File: src/rtl/sha256_ps_pkg.sv
package sha256_ps_pkg;

    localparam int WORD_W    = 32;
    localparam int BLK_WORDS = 16;
    localparam int SCHED_LEN = 64;
    localparam int LEN_W     = 64;
    localparam int LANES     = WORD_W / 8;
    localparam int IDX_W     = $clog2(BLK_WORDS);
    localparam int T_W       = $clog2(SCHED_LEN);
    localparam int BYTES_W   = $clog2(LANES) + 1;

    typedef logic [WORD_W-1:0] word_t;

    typedef enum logic [1:0] {
        ST_FILL = 2'd0,
        ST_PAD  = 2'd1,
        ST_EMIT = 2'd2
    } ps_state_e;

    typedef struct packed {
        ps_state_e                         st;
        logic [IDX_W-1:0]                  idx;
        logic [T_W-1:0]                    t;
        logic [LEN_W-1:0]                  bits;
        logic                              mark;
        logic                              pad;
        logic                              fin;
        logic [BLK_WORDS-1:0][WORD_W-1:0]  win;
    } ps_reg_t;

    function automatic word_t rotr(input word_t x, input int n);
        return (x >> n) | (x << (WORD_W - n));
    endfunction

    function automatic word_t ssig0(input word_t x);
        return rotr(x, 7) ^ rotr(x, 18) ^ (x >> 3);
    endfunction

    function automatic word_t ssig1(input word_t x);
        return rotr(x, 17) ^ rotr(x, 19) ^ (x >> 10);
    endfunction

endpackage

File: src/rtl/ps_pad_word.sv
module ps_pad_word
    import sha256_ps_pkg::*;
(
    input  logic [WORD_W-1:0]  word_i,
    input  logic               last_i,
    input  logic [BYTES_W-1:0] nbytes_i,
    output logic [WORD_W-1:0]  word_o,
    output logic               mark_next_o
);

    // Lane 0 is the most significant byte (first message byte).
    for (genvar k = 0; k < LANES; k++) begin : g_lane
        logic keep;
        logic marker;
        assign keep   = !last_i || (BYTES_W'(k) < nbytes_i);
        assign marker = last_i && (BYTES_W'(k) == nbytes_i);
        assign word_o[WORD_W-1-8*k -: 8] = keep   ? word_i[WORD_W-1-8*k -: 8] :
                                           marker ? 8'h80 : 8'h00;
    end

    // A full final word leaves the marker for the following word.
    assign mark_next_o = last_i && (nbytes_i == BYTES_W'(LANES));

endmodule

File: src/rtl/ps_expand.sv
module ps_expand
    import sha256_ps_pkg::*;
(
    input  logic [WORD_W-1:0] m2_i,
    input  logic [WORD_W-1:0] m7_i,
    input  logic [WORD_W-1:0] m15_i,
    input  logic [WORD_W-1:0] m16_i,
    output logic [WORD_W-1:0] w_o
);

    assign w_o = ssig1(m2_i) + m7_i + ssig0(m15_i) + m16_i;

endmodule

File: src/rtl/sha256_pad_sched.sv
module sha256_pad_sched
    import sha256_ps_pkg::*;
(
    input  logic               clk,
    input  logic               rst_n,
    input  logic               in_valid,
    output logic               in_ready,
    input  logic [WORD_W-1:0]  in_word,
    input  logic               in_last,
    input  logic [BYTES_W-1:0] in_bytes,
    output logic               w_valid,
    input  logic               w_ready,
    output logic [WORD_W-1:0]  w_data,
    output logic               w_blk_last,
    output logic               w_msg_end
);

    localparam word_t          MARK_WORD = {1'b1, {(WORD_W-1){1'b0}}};
    localparam [IDX_W-1:0]     IDX_HI    = IDX_W'(BLK_WORDS - 2);
    localparam [IDX_W-1:0]     IDX_LO    = IDX_W'(BLK_WORDS - 1);
    localparam [T_W-1:0]       T_LAST    = T_W'(SCHED_LEN - 1);
    localparam [T_W-1:0]       T_COPY    = T_W'(BLK_WORDS);

    localparam ps_reg_t RST_VAL = '{
        st:   ST_FILL,
        idx:  '0,
        t:    '0,
        bits: '0,
        mark: 1'b0,
        pad:  1'b0,
        fin:  1'b0,
        win:  '0
    };

    ps_reg_t q, d;

    word_t            padded_word;
    logic             mark_after;
    word_t            exp_word;
    word_t            pad_val;
    word_t            emit_word;
    logic [IDX_W-1:0] tix;
    logic [LEN_W-1:0] add_bits;

    ps_pad_word u_pad (
        .word_i      (in_word),
        .last_i      (in_last),
        .nbytes_i    (in_bytes),
        .word_o      (padded_word),
        .mark_next_o (mark_after)
    );

    assign tix = q.t[IDX_W-1:0];

    ps_expand u_exp (
        .m2_i  (q.win[tix - IDX_W'(2)]),
        .m7_i  (q.win[tix - IDX_W'(7)]),
        .m15_i (q.win[tix - IDX_W'(15)]),
        .m16_i (q.win[tix]),
        .w_o   (exp_word)
    );

    assign emit_word  = (q.t < T_COPY) ? q.win[tix] : exp_word;
    assign in_ready   = (q.st == ST_FILL);
    assign w_valid    = (q.st == ST_EMIT);
    assign w_data     = emit_word;
    assign w_blk_last = w_valid && (q.t == T_LAST);
    assign w_msg_end  = w_valid && q.fin;

    always_comb begin
        d = q;

        add_bits = in_last ? {{(LEN_W-BYTES_W-3){1'b0}}, in_bytes, 3'b000}
                           : LEN_W'(WORD_W);

        if (q.mark)
            pad_val = MARK_WORD;
        else if (q.idx == IDX_HI)
            pad_val = q.bits[LEN_W-1:WORD_W];
        else if (q.idx == IDX_LO && q.fin)
            pad_val = q.bits[WORD_W-1:0];
        else
            pad_val = '0;

        case (q.st)
            ST_FILL: begin
                if (in_valid) begin
                    d.win[q.idx] = padded_word;
                    d.bits       = q.bits + add_bits;
                    d.idx        = q.idx + IDX_W'(1);
                    if (in_last) begin
                        d.pad  = 1'b1;
                        d.mark = mark_after;
                    end
                    if (q.idx == IDX_LO)
                        d.st = ST_EMIT;
                    else if (in_last)
                        d.st = ST_PAD;
                end
            end
            ST_PAD: begin
                d.win[q.idx] = pad_val;
                if (q.mark)
                    d.mark = 1'b0;
                else if (q.idx == IDX_HI)
                    d.fin = 1'b1;
                d.idx = q.idx + IDX_W'(1);
                if (q.idx == IDX_LO)
                    d.st = ST_EMIT;
            end
            ST_EMIT: begin
                if (w_ready) begin
                    if (q.t >= T_COPY)
                        d.win[tix] = exp_word;
                    d.t = q.t + T_W'(1);
                    if (q.t == T_LAST) begin
                        d.idx = '0;
                        if (q.fin) begin
                            d.st   = ST_FILL;
                            d.fin  = 1'b0;
                            d.pad  = 1'b0;
                            d.mark = 1'b0;
                            d.bits = '0;
                        end else if (q.pad) begin
                            d.st = ST_PAD;
                        end else begin
                            d.st = ST_FILL;
                        end
                    end
                end
            end
            default: d = RST_VAL;
        endcase
    end

    always_ff @(posedge clk) begin
        if (!rst_n)
            q <= RST_VAL;
        else
            q <= d;
    end

    AST_OUT_HOLD: assert property (@(posedge clk) disable iff (!rst_n)
        w_valid && !w_ready |=> w_valid && $stable(w_data) && $stable(w_blk_last) && $stable(w_msg_end));

    AST_BLOCK_CLOSES: assert property (@(posedge clk) disable iff (!rst_n)
        w_valid && w_ready && w_blk_last |=> !w_valid);

    AST_MSG_DONE_READY: assert property (@(posedge clk) disable iff (!rst_n)
        w_valid && w_ready && w_blk_last && w_msg_end |=> in_ready);

    AST_END_FLAG_STEADY: assert property (@(posedge clk) disable iff (!rst_n)
        w_valid && $past(w_valid) |-> w_msg_end == $past(w_msg_end));

    AST_BYTES_LEGAL: assert property (@(posedge clk) disable iff (!rst_n)
        in_valid && in_ready && in_last |-> in_bytes != '0 && in_bytes <= BYTES_W'(LANES));

    AST_NO_TAKE_WHILE_EMIT: assert property (@(posedge clk) disable iff (!rst_n)
        w_valid |-> !in_ready);

endmodule

File: config.mk
export PLATFORM = sky130hd
export DESIGN_NAME = sha256_pad_sched
export DESIGN_NICKNAME = d
export VERILOG_FILES = /design/src/rtl/sha256_ps_pkg.sv /design/src/rtl/ps_pad_word.sv /design/src/rtl/ps_expand.sv /design/src/rtl/sha256_pad_sched.sv
export SDC_FILE = /design/constraint.sdc
export NUM_CORES = 2
export LEC_CHECK = 0
export BUFFER_PORTS_ARGS = -buffer_cell sky130_fd_sc_hd__buf_2
export CORE_ASPECT_RATIO = 0.6
export CORE_MARGIN = 2
export CORE_UTILIZATION = 45
export DETAILED_ROUTE_END_ITERATION = 6
export PLACE_DENSITY_LB_ADDON = 0.05
export SLEW_MARGIN = 20
export SYNTH_ARGS = -nofsm -noshare
export SYNTH_HDL_FRONTEND = slang
export SYNTH_HIERARCHICAL = 1
export SYNTH_SLANG_ARGS = --single-unit
File: constraint.sdc
create_clock -name clk -period 9.9 [get_ports clk]
set_input_delay 0.495 -clock clk [delete_from_list [all_inputs] [get_ports clk]]
set_output_delay 0.495 -clock clk [all_outputs]
set_load 0.02 [all_outputs]
==> metrics.md <==
| Metric | Value |
|---|---|
| Die ar. | 120200 um^2 |
| Final core occ | 0.4801 |
| DRC violations left | 6 |
| Period utilisation layout | 0.8847 |
| Initial antenna violation count | 4 |
| Avg WL per Cell | 36.10 um |
| Syn Std Cell Area | 52820 um^2 |
| Number of clock sinks | 588 |
| Maxcap violations | 0 |
| Initial Utilization | 0.4533 |
| CTS buffer count | 69 |
| Final ANT Viol Nets | 0 |
| Core area | 116500 um^2 |
| Total routed wirelength | 244800 um |
| Status | finished with violations |
| Critical path class | reg2out |
| Worst-path clk slew | 60 ps |
| IO Pins | 76 |
| Number of inserted diodes | 0 |
| Register area share after synthesis | 0.2229 |
| Setup TNS | 0 ps |
| Measured slew at the worst slew-check pin | 1297 ps |
| Root buf cell | clkbuf_16 |
| Endpoints failing setup | 0 |
| Min-delay src | in_last |
| PortBufs | 75 |
| Global-route wire length before repair | 348000 um |
| Failing checks | design-rule violations |
| CTS Hold Bufs | 0 |
| Post-CTS setup repair buffer count | 0 |
| CTS tree | built |
| Worst R2R End | q[287]$_SDFFE_PN0P_ |
| Level count of the clock H-tree | 3 |
| Initial drt markers | 8178 |
| Cells after synthesis | 5593 |
| Die extent in y | 269.4 um |
| Most flops, register | q |
| # nets final | 5346 |
| Vias in the first global route | 45.11k |
| Worst-Skew Late Latency | 700 ps |
| Footprint of the multi-input gates | 37820 um^2 |
| Worst Reg-to-Reg Cells | 20 |
| Pre-Repair DR Iteration Count | 7 |
| Final Hold Viols | 0 |
| Via/cell ratio | 7.443 |
| Hold Crit Class | in2reg |
| Hold path depth | 3 |
| R2r setup slk | 1860 ps |
| PnR Total Power | 6.517 mW |
| Post-synth ARST share | 0 |
| Via count | 50.47k |
| Reg-to-reg startpoint | q[579]$_SDFFE_PN0P_ |
| Share of cells above drive strength 1 | 0.1771 |
| Pwr/cell area | 116.5 nW/um^2 |
| Sequential cell area | 11790 um^2 |
| Synth Flop Type | dfxtp_1 |
| Leak | 19.29 nW |
| # rows | 97 |
| Peak VDD IR | 0.1230 mV |
| Largest net degree at the start of global routing | 170 |
| CTS Buffer Depth | 3 |
| Net Count, Synth | 5741 |
| Fill count | 11.01k |
| CP Data Required Time | 9410 ps |
| Crit end category | output pin |
| DP Wirelength | 153100 um |
| Max_slew headroom | 0.1334 |
| Yosys reg bits | 588 |
| Die Wd | 446.3 um |
| Max-slew violations | 0 |
| Ys Warns | 6 |
| EDFF count, synth | 0 |
| Critical path peak fanout | 19 |
| Max FFs per register | 588 |
| Hold EP | q[514]$_SDFFE_PN0P_ |
| Layout area overhead | 5.908% |
| Min Tclk post-route | 8759 ps |
| Clk_skew | 39.25 ps |
| RSZ-0062 raised after global routing | no |
| Crit start category | flip-flop |
| Post_cts resized | 0 |
| Syn avg cell area | 9.443 um^2 |
| Post-synth cell types | 89 |
| Max Fclk | 114.2 MHz |
| Top flop regs | q (588) |
| Gr usage total | 0.3955 |
| CP Data Arrival Time | 8260 ps |
| Grt ovf | 0 |
| Routability cong. | 1.055 |
[cells by family after synthesis]
kind of cell,share of synthesized area
adder cells (fa/ha/maj),0.03454
flip-flops,0.2229
multiplexers,0.3520
AO/OA/AOI/OAI,0.1995
AND/OR/NAND/NOR,0.09630
XOR/XNOR,0.02814
buffers and inverters,0.06659
[through the flow]
| stage | instance area, um^2 | hold WS (ps) | std cells | setup slack [ps] |
|---|---|---|---|---|
| global placement | 53660 | 443.8 | 6661 | 2162 |
| finish | 55940 | 181.5 | 6781 | 1141 |
| detailed placement | 53660 | 461.7 | 6661 | 2135 |
| global route | 55940 | 192.5 | 6781 | 952.9 |
| CTS | 55920 | 155.2 | 6781 | 1367 |
| floorplan | 52820 | 428.7 | 5593 | 2227 |
[layout make-up]
| class | count | area share |
|---|---|---|
| Clock buffer | 100 | 0.03713 |
| Timing Repair Buffer | 229 | 0.02984 |
| Clock inverter | 20 | 0.003288 |
| Inverter | 124 | 0.008455 |
| Sequential cell | 588 | 0.2108 |
| Multi-Input combinational cell | 4186 | 0.6762 |
| Tap cell | 1534 | 0.03431 |
[where the power goes]
part           switching [mW]  total [mW]  internal (mW)
Sequential             0.0493        2.44           2.39
Combinational           0.953        1.34          0.389
Clock                    1.22        2.73           1.51
Total                    2.22        6.52           4.29
[cells in the mapped netlist (30+ instances only)]
library cell | n | area (um^2)
nor2_1 | 486 | 1824
ha_1 | 45 | 563.0
a211oi_1 | 77 | 578.1
mux2_2 | 45 | 506.7
mux4_2 | 443 | 9977
a221o_1 | 36 | 360.4
and2_1 | 62 | 387.9
o21ai_0 | 105 | 525.5
fa_1 | 63 | 1261
mux2i_1 | 809 | 8098
clkbuf_1 | 396 | 1486
a22oi_1 | 421 | 3161
nor3_1 | 82 | 410.4
inv_1 | 121 | 454.2
nand3_1 | 32 | 160.2
buf_2 | 234 | 1171
xor2_1 | 64 | 560.5
a222oi_1 | 73 | 730.7
nor2b_1 | 55 | 344.1
buf_1 | 32 | 120.1
dfxtp_1 | 588 | 11770
nand4_1 | 30 | 187.7
xnor2_1 | 102 | 893.4
nand2_1 | 155 | 581.8
o22ai_1 | 417 | 2609
a21oi_1 | 296 | 1481
[worst max-delay path: stages (launching register included)]
cell	delay [ps]
dfxtp_4	590
inv_1	120
ha_2	1000
buf_4	560
mux4_2	550
xnor2_1	270
xnor2_1	130
fa_1	490
inv_1	50
fa_1	530
inv_1	40
ha_1	380
a21oi_1	210
o21ai_1	170
a222oi_1	510
inv_1	130
a221oi_2	580
a31oi_1	240
xor2_1	250
buf_4	300
mux2_2	260
buf_2	180
[metal layers]
layer / track usage / up-vias / share of wire
li1: - / 20870 / -
met1: 0.5853 / 25540 / 0.42
met2: 0.5262 / 3567 / 0.39
met3: 0.1241 / 501 / 0.14
met4: 0.1568 / 0 / 0.046
met5: 0 / - / 0
[layout by cell type, fill, tap and decap left out, types with 12 or more instances in the layout]
cell,count
fa_1,63
inv_1,121
nand4_1,30
mux2i_1,809
and3_1,18
o31ai_1,21
o22ai_1,417
xor2_1,63
dfxtp_1,582
or4_1,21
nor2_1,481
and4_1,12
clkbuf_16,72
o21ai_0,105
mux2_2,45
mux4_2,443
nand2_1,154
nor2b_2,22
buf_4,143
nand3_1,31
ha_1,43
nor2b_1,33
a21o_1,20
a31oi_1,12
a21oi_1,294
a221o_1,36
xnor2_1,101
a22oi_1,421
and2_1,62
a211oi_1,76
nor3_1,82
clkbuf_8,17
a222oi_1,73
buf_2,75
or3_1,17
[worst max path at each step]
stage | from | end | slack (ps) | cells past startpoint
2_1_floorplan | q[580]$_SDFFE_PN0P_ | w_data[27] | 2230 | 27
3_3_place_gp | q[581]$_SDFFE_PN0P_ | w_data[26] | 2160 | 21
3_5_place_dp | q[581]$_SDFFE_PN0P_ | w_data[26] | 2130 | 21
4_1_cts | q[581]$_SDFFE_PN0P_ | w_data[26] | 1370 | 21
5_1_grt | q[581]$_SDFFE_PN0P_ | w_data[28] | 950 | 22
6_report | q[581]$_SDFFE_PN0P_ | w_data[26] | 1140 | 21
No activity file was read; power rests on OpenSTA's default activity.
